`config.mk`:
```
export PLATFORM = sky130hd
export DESIGN_NAME = timer16_top
export DESIGN_NICKNAME = d
export VERILOG_FILES = /design/src/rtl/timer_pkg.sv /design/src/rtl/tmr_prescale.sv /design/src/rtl/tmr_count.sv /design/src/rtl/tmr_regs.sv /design/src/rtl/timer16_top.sv
export SDC_FILE = /design/constraint.sdc
export NUM_CORES = 1
export LEC_CHECK = 0
export ABC_AREA = 0
export BUFFER_PORTS_ARGS = -buffer_cell sky130_fd_sc_hd__buf_2
export CAP_MARGIN = 20
export CORE_AREA = 2 2 78 80
export CTS_CLUSTER_SIZE = 24
export DETAILED_ROUTE_END_ITERATION = 16
export DIE_AREA = 0 0 80 82
export PLACE_DENSITY = 0.69
export SYNTH_ARGS = -nofsm -noshare
export SYNTH_HDL_FRONTEND = slang
export SYNTH_SLANG_ARGS = --single-unit
```
`constraint.sdc`:
```
create_clock -name clk -period 2.37 [get_ports clk]
set_input_delay 0.237 -clock clk [delete_from_list [all_inputs] [get_ports clk]]
set_output_delay 0.237 -clock clk [all_outputs]
set_load 0.02 [all_outputs]
```
`src/rtl/timer_pkg.sv`:
```
package timer_pkg;
  typedef enum logic [2:0] {
    A_CTRL = 3'd0,
    A_CLO  = 3'd1,
    A_CHI  = 3'd2,
    A_IEN  = 3'd3,
    A_FLAG = 3'd4
  } reg_addr_e;

  // log2 of the division ratio for a running rate code
  function automatic logic [3:0] rate_shift(input logic [2:0] code);
    case (code)
      3'd1:    rate_shift = 4'd0;
      3'd2:    rate_shift = 4'd3;
      3'd3:    rate_shift = 4'd6;
      3'd4:    rate_shift = 4'd8;
      3'd5:    rate_shift = 4'd10;
      default: rate_shift = 4'd0;
    endcase
  endfunction

  function automatic logic rate_runs(input logic [2:0] code);
    rate_runs = (code >= 3'd1) && (code <= 3'd5);
  endfunction
endpackage

```
`src/rtl/tmr_prescale.sv`:
```
module tmr_prescale #(
  parameter int PRE_W = 10
) (
  input  logic       clk,
  input  logic       rst_n,
  input  logic [2:0] rate,
  input  logic       restart,
  output logic       tick
);
  import timer_pkg::*;

  logic [PRE_W-1:0] div_q;
  logic [PRE_W-1:0] last;
  logic [PRE_W:0]   span;
  logic             run;

  always_comb begin
    run  = rate_runs(rate);
    span = ({{PRE_W{1'b0}}, 1'b1} << rate_shift(rate)) - 1'b1;
    last = span[PRE_W-1:0];
    tick = run && (div_q == last);
  end

  always_ff @(posedge clk) begin
    if (!rst_n)                 div_q <= '0;
    else if (restart || !run)   div_q <= '0;
    else if (tick)              div_q <= '0;
    else                        div_q <= div_q + 1'b1;
  end
endmodule

```
`src/rtl/tmr_count.sv`:
```
module tmr_count #(
  parameter int CNT_W = 16
) (
  input  logic             clk,
  input  logic             rst_n,
  input  logic             tick,
  input  logic             load,
  input  logic [CNT_W-1:0] load_val,
  output logic [CNT_W-1:0] cnt,
  output logic             ovf
);
  // a bus load overrides a tick in the same cycle
  assign ovf = tick && !load && (&cnt);

  always_ff @(posedge clk) begin
    if (!rst_n)     cnt <= '0;
    else if (load)  cnt <= load_val;
    else if (tick)  cnt <= cnt + 1'b1;
  end
endmodule

```
`src/rtl/tmr_regs.sv`:
```
module tmr_regs #(
  parameter int DATA_W = 8,
  parameter int CNT_W  = 2 * DATA_W
) (
  input  logic              clk,
  input  logic              rst_n,
  input  logic              bus_wr,
  input  logic              bus_rd,
  input  logic [2:0]        bus_addr,
  input  logic [DATA_W-1:0] bus_wdata,
  output logic [DATA_W-1:0] bus_rdata,
  input  logic [CNT_W-1:0]  cnt,
  input  logic              ovf,
  input  logic              irq_ack,
  output logic [2:0]        rate_q,
  output logic              rate_restart,
  output logic              load,
  output logic [CNT_W-1:0]  load_val,
  output logic [DATA_W-1:0] temp_q,
  output logic              ien_q,
  output logic              flag_q,
  output logic              irq
);
  import timer_pkg::*;

  localparam int HI_W = CNT_W - DATA_W;

  logic wr_ctrl, wr_lo, wr_hi, wr_ien, wr_flag, rd_lo, flag_clr;

  always_comb begin
    wr_ctrl  = bus_wr && (bus_addr == A_CTRL);
    wr_lo    = bus_wr && (bus_addr == A_CLO);
    wr_hi    = bus_wr && (bus_addr == A_CHI);
    wr_ien   = bus_wr && (bus_addr == A_IEN);
    wr_flag  = bus_wr && (bus_addr == A_FLAG);
    rd_lo    = bus_rd && !bus_wr && (bus_addr == A_CLO);
    flag_clr = (wr_flag && bus_wdata[0]) || irq_ack;
    rate_restart = wr_ctrl && (bus_wdata[2:0] != rate_q);
    load     = wr_lo;
    load_val = {temp_q[HI_W-1:0], bus_wdata};
    irq      = flag_q && ien_q;
  end

  always_comb begin
    bus_rdata = '0;
    case (bus_addr)
      A_CTRL:  bus_rdata[2:0] = rate_q;
      A_CLO:   bus_rdata = cnt[DATA_W-1:0];
      A_CHI:   bus_rdata = temp_q;
      A_IEN:   bus_rdata[0] = ien_q;
      A_FLAG:  bus_rdata[0] = flag_q;
      default: bus_rdata = '0;
    endcase
  end

  always_ff @(posedge clk) begin
    if (!rst_n) begin
      rate_q <= '0;
      ien_q  <= 1'b0;
    end else begin
      if (wr_ctrl) rate_q <= bus_wdata[2:0];
      if (wr_ien)  ien_q  <= bus_wdata[0];
    end
  end

  always_ff @(posedge clk) begin
    if (!rst_n)      temp_q <= '0;
    else if (wr_hi)  temp_q <= bus_wdata;
    else if (rd_lo)  temp_q <= cnt[CNT_W-1:DATA_W];
  end

  always_ff @(posedge clk) begin
    if (!rst_n)         flag_q <= 1'b0;
    else if (ovf)       flag_q <= 1'b1;
    else if (flag_clr)  flag_q <= 1'b0;
  end
endmodule

```
`src/rtl/timer16_top.sv`:
```
module timer16_top #(
  parameter int DATA_W = 8,
  parameter int PRE_W  = 10
) (
  input  logic              clk,
  input  logic              rst_n,
  input  logic              bus_wr,
  input  logic              bus_rd,
  input  logic [2:0]        bus_addr,
  input  logic [DATA_W-1:0] bus_wdata,
  output logic [DATA_W-1:0] bus_rdata,
  input  logic              irq_ack,
  output logic              irq
);
  localparam int CNT_W = 2 * DATA_W;

  logic [CNT_W-1:0]  cnt_q, load_val;
  logic [DATA_W-1:0] temp_q;
  logic [2:0]        rate_q;
  logic              rate_restart, tick, load, ovf, ien_q, flag_q;

  tmr_regs #(.DATA_W(DATA_W), .CNT_W(CNT_W)) u_regs (
    .clk(clk), .rst_n(rst_n), .bus_wr(bus_wr), .bus_rd(bus_rd),
    .bus_addr(bus_addr), .bus_wdata(bus_wdata), .bus_rdata(bus_rdata),
    .cnt(cnt_q), .ovf(ovf), .irq_ack(irq_ack), .rate_q(rate_q),
    .rate_restart(rate_restart), .load(load), .load_val(load_val),
    .temp_q(temp_q), .ien_q(ien_q), .flag_q(flag_q), .irq(irq)
  );

  tmr_prescale #(.PRE_W(PRE_W)) u_pre (
    .clk(clk), .rst_n(rst_n), .rate(rate_q),
    .restart(rate_restart), .tick(tick)
  );

  tmr_count #(.CNT_W(CNT_W)) u_cnt (
    .clk(clk), .rst_n(rst_n), .tick(tick), .load(load),
    .load_val(load_val), .cnt(cnt_q), .ovf(ovf)
  );
endmodule

```
==> results of run 1 <==
## Yosys cell counts, types with 2 or more instances
master / n / area (µm²)
nor2b_1: 5 / 31.3
nor2_1: 37 / 139
o2111ai_1: 2 / 17.5
nand4_1: 6 / 37.5
a21oi_1: 7 / 35.0
dfxtp_1: 39 / 781
a22oi_1: 5 / 37.5
nand2b_1: 4 / 25.0
a211oi_1: 2 / 15.0
inv_1: 10 / 37.5
o31ai_1: 11 / 82.6
nand2_1: 13 / 48.8
o21ai_0: 20 / 100
a211o_1: 2 / 17.5
xnor2_1: 5 / 43.8
or4_1: 9 / 67.6
a222oi_1: 7 / 70.1
mux2i_1: 8 / 80.1
or3_1: 6 / 37.5
nand3_1: 11 / 55.1
xor2_1: 9 / 78.8
buf_2: 7 / 35.0
ha_1: 3 / 37.5
and2_1: 3 / 18.8
a31oi_1: 13 / 81.3
clkbuf_1: 13 / 48.8
## timing repair
| action | 4_1_cts | 5_1_grt |
|---|---|---|
| hold buffers | 0 | 0 |
| cloned | 0 | 3 |
| setup buffers | 0 | 2 |
| resized for setup | 2 | 22 |
| endpoints found under the setup margin | 10 | 27 |
| pin swaps | 2 | 10 |
## worst max path at each step
stage                               end             start  slack (ns)
after floorplan           u_cnt.cnt[11]  u_regs.rate_q[2]        0.03
after global routing       u_cnt.cnt[9]  u_regs.rate_q[1]       -0.22
final                      u_cnt.cnt[4]  u_regs.rate_q[1]        -0.1
after global placement    u_cnt.cnt[13]  u_regs.rate_q[2]        0.01
after CTS                 u_cnt.cnt[15]  u_regs.rate_q[1]       -0.06
after detailed placement  u_cnt.cnt[13]  u_regs.rate_q[1]       -0.07
## cells by family (layout without fill, tap and decap cells)
group | after synthesis | count (layout)
adders and majority gates | 3 | 3
xor gates and xnor gates | 14 | 14
AOI/OAI and AO/OA | 77 | 77
and+or+nand+nor | 102 | 102
DFF | 39 | 39
buffers and inverters | 31 | 69
muxes | 9 | 9
other | 1 | 1
## layer usage
metal / routed length, µm / global-route usage [%] / vias to the layer above
met2: 3070 / 30.8 / 49
met1: 2620 / 24.1 / 1093
li1: - / - / 1102
met3: 321 / 3.85 / 9
met5: 0 / 0 / -
met4: 63 / 6.27 / 0
## worst min-delay path: cells and delay by family
kind	cells	cell delay, ns
buffers and inverters	1	0.09
AOI/OAI and AO/OA	1	0.08
and+or+nand+nor	1	0.08
## cell type report
class,instances,area share [%]
clock buffer,6,2.56
clock inverter,2,2.12
inverter,10,1.33
multi-input combinational,206,49.9
sequential,39,27.8
tap,75,3.31
timing repair buffer,51,13.0
## state kept, by name (all words and copies together) (netlist names)
name,count
u_cnt.cnt,16
u_pre.div_q,10
u_regs.flag_q,1
u_regs.ien_q,1
u_regs.rate_q,3
u_regs.temp_q,8
## where the power goes
part | switching (mW) | internal (mW)
clock | 0.246 | 0.421
sequential | 0.0164 | 0.667
combinational | 0.0778 | 0.0600
## stage by stage
step | cell area [µm²] | TNS [ns] | worst slack [ns] | hold slack [ns]
after global placement | 2540 | 0 | 0.0105 | 0.478
after global routing | 2830 | -3.41 | -0.216 | 0.232
after detailed placement | 2540 | -0.333 | -0.0708 | 0.492
after CTS | 2680 | -0.276 | -0.0607 | 0.216
final | 2830 | -0.573 | -0.0982 | 0.221
after floorplan | 2250 | 0 | 0.0279 | 0.381
==> run summary, run 1 <==
Post-synthesis register bit count: 39
Violated checks: negative setup slack
Total number of vias: 2253
Ant diodes: 0
Setup slack after layout: -0.0982 ns
Synth Area in Adders: 1.67%
Post-synth cell types: 45
Finished Layout Cells: 389
Chip width: 80 µm
Hold path startpoint: bus_wdata[6]
Number of buffers and inverters on the critical path: 3
CP Capture Type: register
Slew Limit Fails: 0
Post-Synthesis Cell Area: 2250 µm²
Register area share after synthesis: 34.7%
Pwr dens: 526 nW/µm²
WL final: 6070 µm
Largest net degree at the start of global routing: 27
Number of synthesis warnings: 0
Buffer depth of the longest clock path: 2
First-pass GRT wire length: 9610 µm
Iteration-0 DRC count of the detailed router: 193
P_leak: 1.04 nW
Run status: complete, but fails checks
Max-Cap Viols: 0
Nets: 332
Post-synthesis compound-gate area fraction: 24.1%
Clk_skew: 0.0158 ns
Root Driver: clkbuf_8
Gpl congestion: 0.872
Post-synth ARST share: 0%
CP Max Fanout: 7
CTS sink cnt: 39
Crit path time final: 2.47 ns
Initial core utilization: 39.1%
TritonCTS clock tree: yes
Cells after Synth: 276
Synthesized Nets: 295
Post-detailed-route DRC marker count: 0
Remaining antenna violation count: 0
Setup crit start kind: register
Final core utilization: 49.3%
Synth Area in XOR/XNOR: 5.46%
Placed Cells: 376
Final hold viol count: 0
Full die area: 6560 µm²
Hpwl dp: 4240 µm
Slew @ Worst Pin: 0.594 ns
Area occupied by multi-input gates: 1410 µm²
Final setup vio count: 10
EDFF count, synth: 0
Hold path endpoint: u_regs.temp_q[6]
Crit path cell chain: buf_6, a211o_1, a2111oi_4, o2bb2ai_1, nand4_1, buf_4, clkbuf_16, or3_1, a31oi_1
Share of cells above drive strength 1: 23.6%
R2r setup slk: -0.1 ns
Cells on worst reg2reg path: 9
Slowest cell on crit path: dfxtp_4
Core Area: 5750 µm²
Cell family with most CP delay: compound AO/OA/AOI/OAI gates
Cell row count: 28
Area Overhead vs Synth: 26.1%
Main combinational cell family by area after synthesis: compound AO/OA/AOI/OAI gates
WL per Instance: 15.6 µm
Aggregate global routing overflow: 0
Clk Latency, worst-skew pair: 0.30 ns
FF/Latch Area: 788 µm²
Post-Synth Simple-Gate Area: 23.4%
CTS clk-pin slew, worst paths: 0.09 ns
Initial antenna violation count: 0
Max Clk Rate: 0.405 GHz
Iteration count of the initial detailed-routing pass: 4
Leading cell types in the layout, fill and taps excluded: dfxtp_1, nor2_1, buf_2
Arr. time, crit path: 2.70 ns
Critical path type: register to register
Max_slew headroom: 60.3%
Maximum vdd drop: 0.402 mV
Fillers: 572
Worst r2r src: u_regs.rate_q[1]
Via/cell ratio: 5.79
H-Tree Level Count: 2
Vias in the first global route: 2014
Mux cell area share after synthesis: 4.57%
Tot Pwr: 1.49 mW
Main synth FF type: dfxtp_1
Ports: 25
CP peak stage delay: 0.38 ns
Die Y: 82 µm
WP depth: 9
Part of the cycle the worst path needs: 104%
Commonest non-fill, non-tap cell in the layout: dfxtp_1
Port Buffers: 24
HP Class: input port to register
Hold Path Stages: 3
Crit path required time: 2.60 ns
Average cell area after synthesis: 8.14 µm²
Critical R2R Capture: u_cnt.cnt[4]
GRT Util Overall: 18.6%
RSZ-0062 raised after global routing: true
Inserted Clock Buffers: 5
Note: power is estimated with default switching activity, not from simulation.
==> inputs of run 2 (changes only) <==
Settings changed: BUFFER_PORTS_ARGS -buffer_cell sky130_fd_sc_hd__buf_2 to default, CORE_AREA 2 2 78 80 to 3 3 79 81, DIE_AREA 0 0 80 82 to 0 0 82 84, DONT_BUFFER_PORTS from default to 1, PLACE_DENSITY 0.69 to 0.65, SKIP_LAST_GASP from default to 1.
==> run 2 against run 1 <==
Net effect: the run now ends clean; largest power group unchanged; final cell count is 7.5% lower; final area is 7.4% lower; critical path type unchanged; sequential power is essentially flat; via count is 4.2% lower; worst setup slack better by 0.12 ns; critical endpoint is now u_cnt.cnt[15].
==> run summary, run 2 (synthesis gave the netlist of run 1 again) <==
Leading cell types in the layout, fill and taps excluded: nor2_1, dfxtp_1, buf_4 (was dfxtp_1, nor2_1, buf_2)
Aggregate global routing overflow: 0 (unchanged)
Nets: 306 (was 332)
Arr. time, crit path: 2.58 ns (was 2.70 ns)
RSZ-0062 raised after global routing: true (unchanged)
Critical path type: register to register (unchanged)
Biggest regs: u_cnt.cnt x16, u_pre.div_q x10, u_regs.temp_q x8 (unchanged)
Cts hold-fix bufs: 0 (unchanged)
Total number of vias: 2159 (was 2253)
Hpwl dp: 4240 µm (about the same)
Met3 wire len: 354 µm (was 321 µm)
Area Overhead vs Synth: 16.7% (was 26.1%)
First-pass GRT wire length: 9830 µm (was 9610 µm)
Post-detailed-route DRC marker count: 0 (unchanged)
Vias in the first global route: 2035 (was 2014)
Met1 WL: 2720 µm (was 2620 µm)
Met2 Routed Length: 2800 µm (was 3070 µm)
GRT Util Overall: 18.2% (was 18.6%)
Clk Latency, worst-skew pair: 0.29 ns (was 0.30 ns)
Chip width: 82 µm (was 80 µm)
CP Capture Type: register (unchanged)
Full die area: 6890 µm² (was 6560 µm²)
Final hold viol count: 0 (unchanged)
CTS sink cnt: 39 (unchanged)
Placed Cells: 348 (was 376)
Max-Cap Viols: 0 (unchanged)
P_leak: 0.896 nW (was 1.04 nW)
Max_slew headroom: 55.4% (was 60.3%)
Crit path required time: 2.60 ns (about the same)
TritonCTS clock tree: yes (unchanged)
Cell row count: 27 (was 28)
Internal power: 1.05 mW (was 1.15 mW)
Crit path time final: 2.35 ns (was 2.47 ns)
Maximum vdd drop: 0.221 mV (was 0.402 mV)
Initial core utilization: 40.6% (was 39.1%)
H-Tree Level Count: 2 (unchanged)
Root Driver: clkbuf_8 (unchanged)
Die Y: 84 µm (was 82 µm)
Core Area: 5540 µm² (was 5750 µm²)
Top sig layer: met4 (unchanged)
Port Buffers: 0 (was 24)
Remaining antenna violation count: 0 (unchanged)
Hold path startpoint: rst_n (was bus_wdata[6])
Iteration-0 DRC count of the detailed router: 154 (was 193)
Net Sw Power: 0.318 mW (was 0.340 mW)
WL final: 5950 µm (was 6070 µm)
Final setup vio count: 0 (was 10)
Largest register FFs: 16 (unchanged)
R2r setup slk: 0.02 ns (was -0.1 ns)
CTS clk-pin slew, worst paths: 0.08 ns (was 0.09 ns)
Share of cells above drive strength 1: 16.3% (was 23.6%)
Part of the cycle the worst path needs: 99.0% (was 104%)
Tot Pwr: 1.37 mW (was 1.49 mW)
Slew Limit Fails: 0 (unchanged)
Ant diodes: 0 (unchanged)
Ports: 25 (unchanged)
Via/cell ratio: 6.00 (was 5.79)
Inserted Clock Buffers: 5 (unchanged)
Clock network fraction of design power: 42.9% (was 44.8%)
Flop pwr share: 49.9% (was 45.9%)
Run status: completed (was complete, but fails checks)
Initial antenna violation count: 0 (unchanged)
Largest net degree at the start of global routing: 19 (was 27)
Iteration count of the initial detailed-routing pass: 5 (was 4)
Max Clk Rate: 0.426 GHz (was 0.405 GHz)
Critical path startpoint: u_regs.rate_q[1] (unchanged)
HP Class: input port to register (unchanged)
Worst r2r src: u_regs.rate_q[1] (unchanged)
CP Max Fanout: 9 (was 7)
Pwr dens: 523 nW/µm² (was 526 nW/µm²)
Top reg by flops: u_cnt.cnt (unchanged)
Finished Layout Cells: 360 (was 389)
Slew @ Worst Pin: 0.662 ns (was 0.594 ns)
Fillers: 540 (was 572)
WL per Instance: 16.5 µm (was 15.6 µm)
Gpl congestion: 0.840 (was 0.872)
Sw frac: 23.2% (was 22.9%)
Setup crit start kind: register (unchanged)
Buffer depth of the longest clock path: 2 (unchanged)
Logic gate share of total power: 7.3% (was 9.3%)
Clk_skew: 0.00758 ns (was 0.0158 ns)
==> run 2: cell types whose count changed in the layout (fill, tap and decap cells not counted), moves of 2 or more <==
cell / change
o31ai_1: -2
buf_6: -2
o31ai_2: +2
nor2_2: -4
nor2_1: +4
buf_2: -24
buf_4: +2
==> run 2: per-stage QoR <==
stage | util (%) | setup TNS [ns] | cell area, µm² | worst slack, ns | hold slack, ns
floorplan | - | 0 | 2250 | 0.0279 | 0.381
global placement | 43.3 | -0.00616 | 2400 | -0.00439 | 0.361
detailed placement | 43.3 | -0.218 | 2400 | -0.0488 | 0.372
CTS | 47.0 | 0 | 2600 | 0.000653 | 0.0677
global route | 47.3 | -0.934 | 2620 | -0.131 | 0.0528
finish | 47.3 | 0 | 2620 | 0.0228 | 0.0684
==> run 2: layer usage <==
layer,up-vias,GRT usage [%]
met5,-,0
met4,0,6.19
met3,9,3.89
met2,61,28.6
met1,1040,24.1
li1,1049,-
==> run 2: repair_timing <==
item	4_1_cts	5_1_grt
setup endpoints to repair	9	24
gates resized for setup	15	4
setup buffers	2	1
gates cloned	2	0
pin swaps	9	8
==> run 2: area by class of cell <==
type                    instances  area [µm²]  share of cell area, %
multi-input cells             206        1390                   53.1
clock inverters                 2        35.0                   1.34
repair buffers                 25         195                   7.44
clock buffers                   6        82.6                   3.15
well taps                      72        90.1                   3.44
inverters                      10        37.5                   1.43
flip-flops and latches         39         788                   30.1
==> run 2: power by group through the flow <==
stage | clock, mW | sequential [mW] | combinational (mW)
after floorplan | 0 | 0.695 | 0.0757
after global placement | 0 | 0.700 | 0.0902
after detailed placement | 0 | 0.700 | 0.0925
after CTS | 0.598 | 0.684 | 0.0994
after global routing | 0.628 | 0.687 | 0.112
final | 0.588 | 0.684 | 0.0998
==> run 2: final timing paths <==
| check | cells past startpoint | endpoint |
|---|---|---|
| hold reg to reg | 1 | u_pre.div_q[0] |
| hold / removal | 1 | u_regs.flag_q |
| setup / recovery | 8 | u_cnt.cnt[15] |
| setup reg to reg | 8 | u_cnt.cnt[15] |
==> run 2: worst max-delay path, cell delays in order (launching register included) <==
cell and delay [ns]:
dfxtp_4 0.37, buf_6 0.13, a211o_1 0.28, a2111oi_4 0.29, o2bb2ai_1 0.16, nand4_1 0.19, buf_6 0.20, or4_4 0.49
a31oi_1 0.16
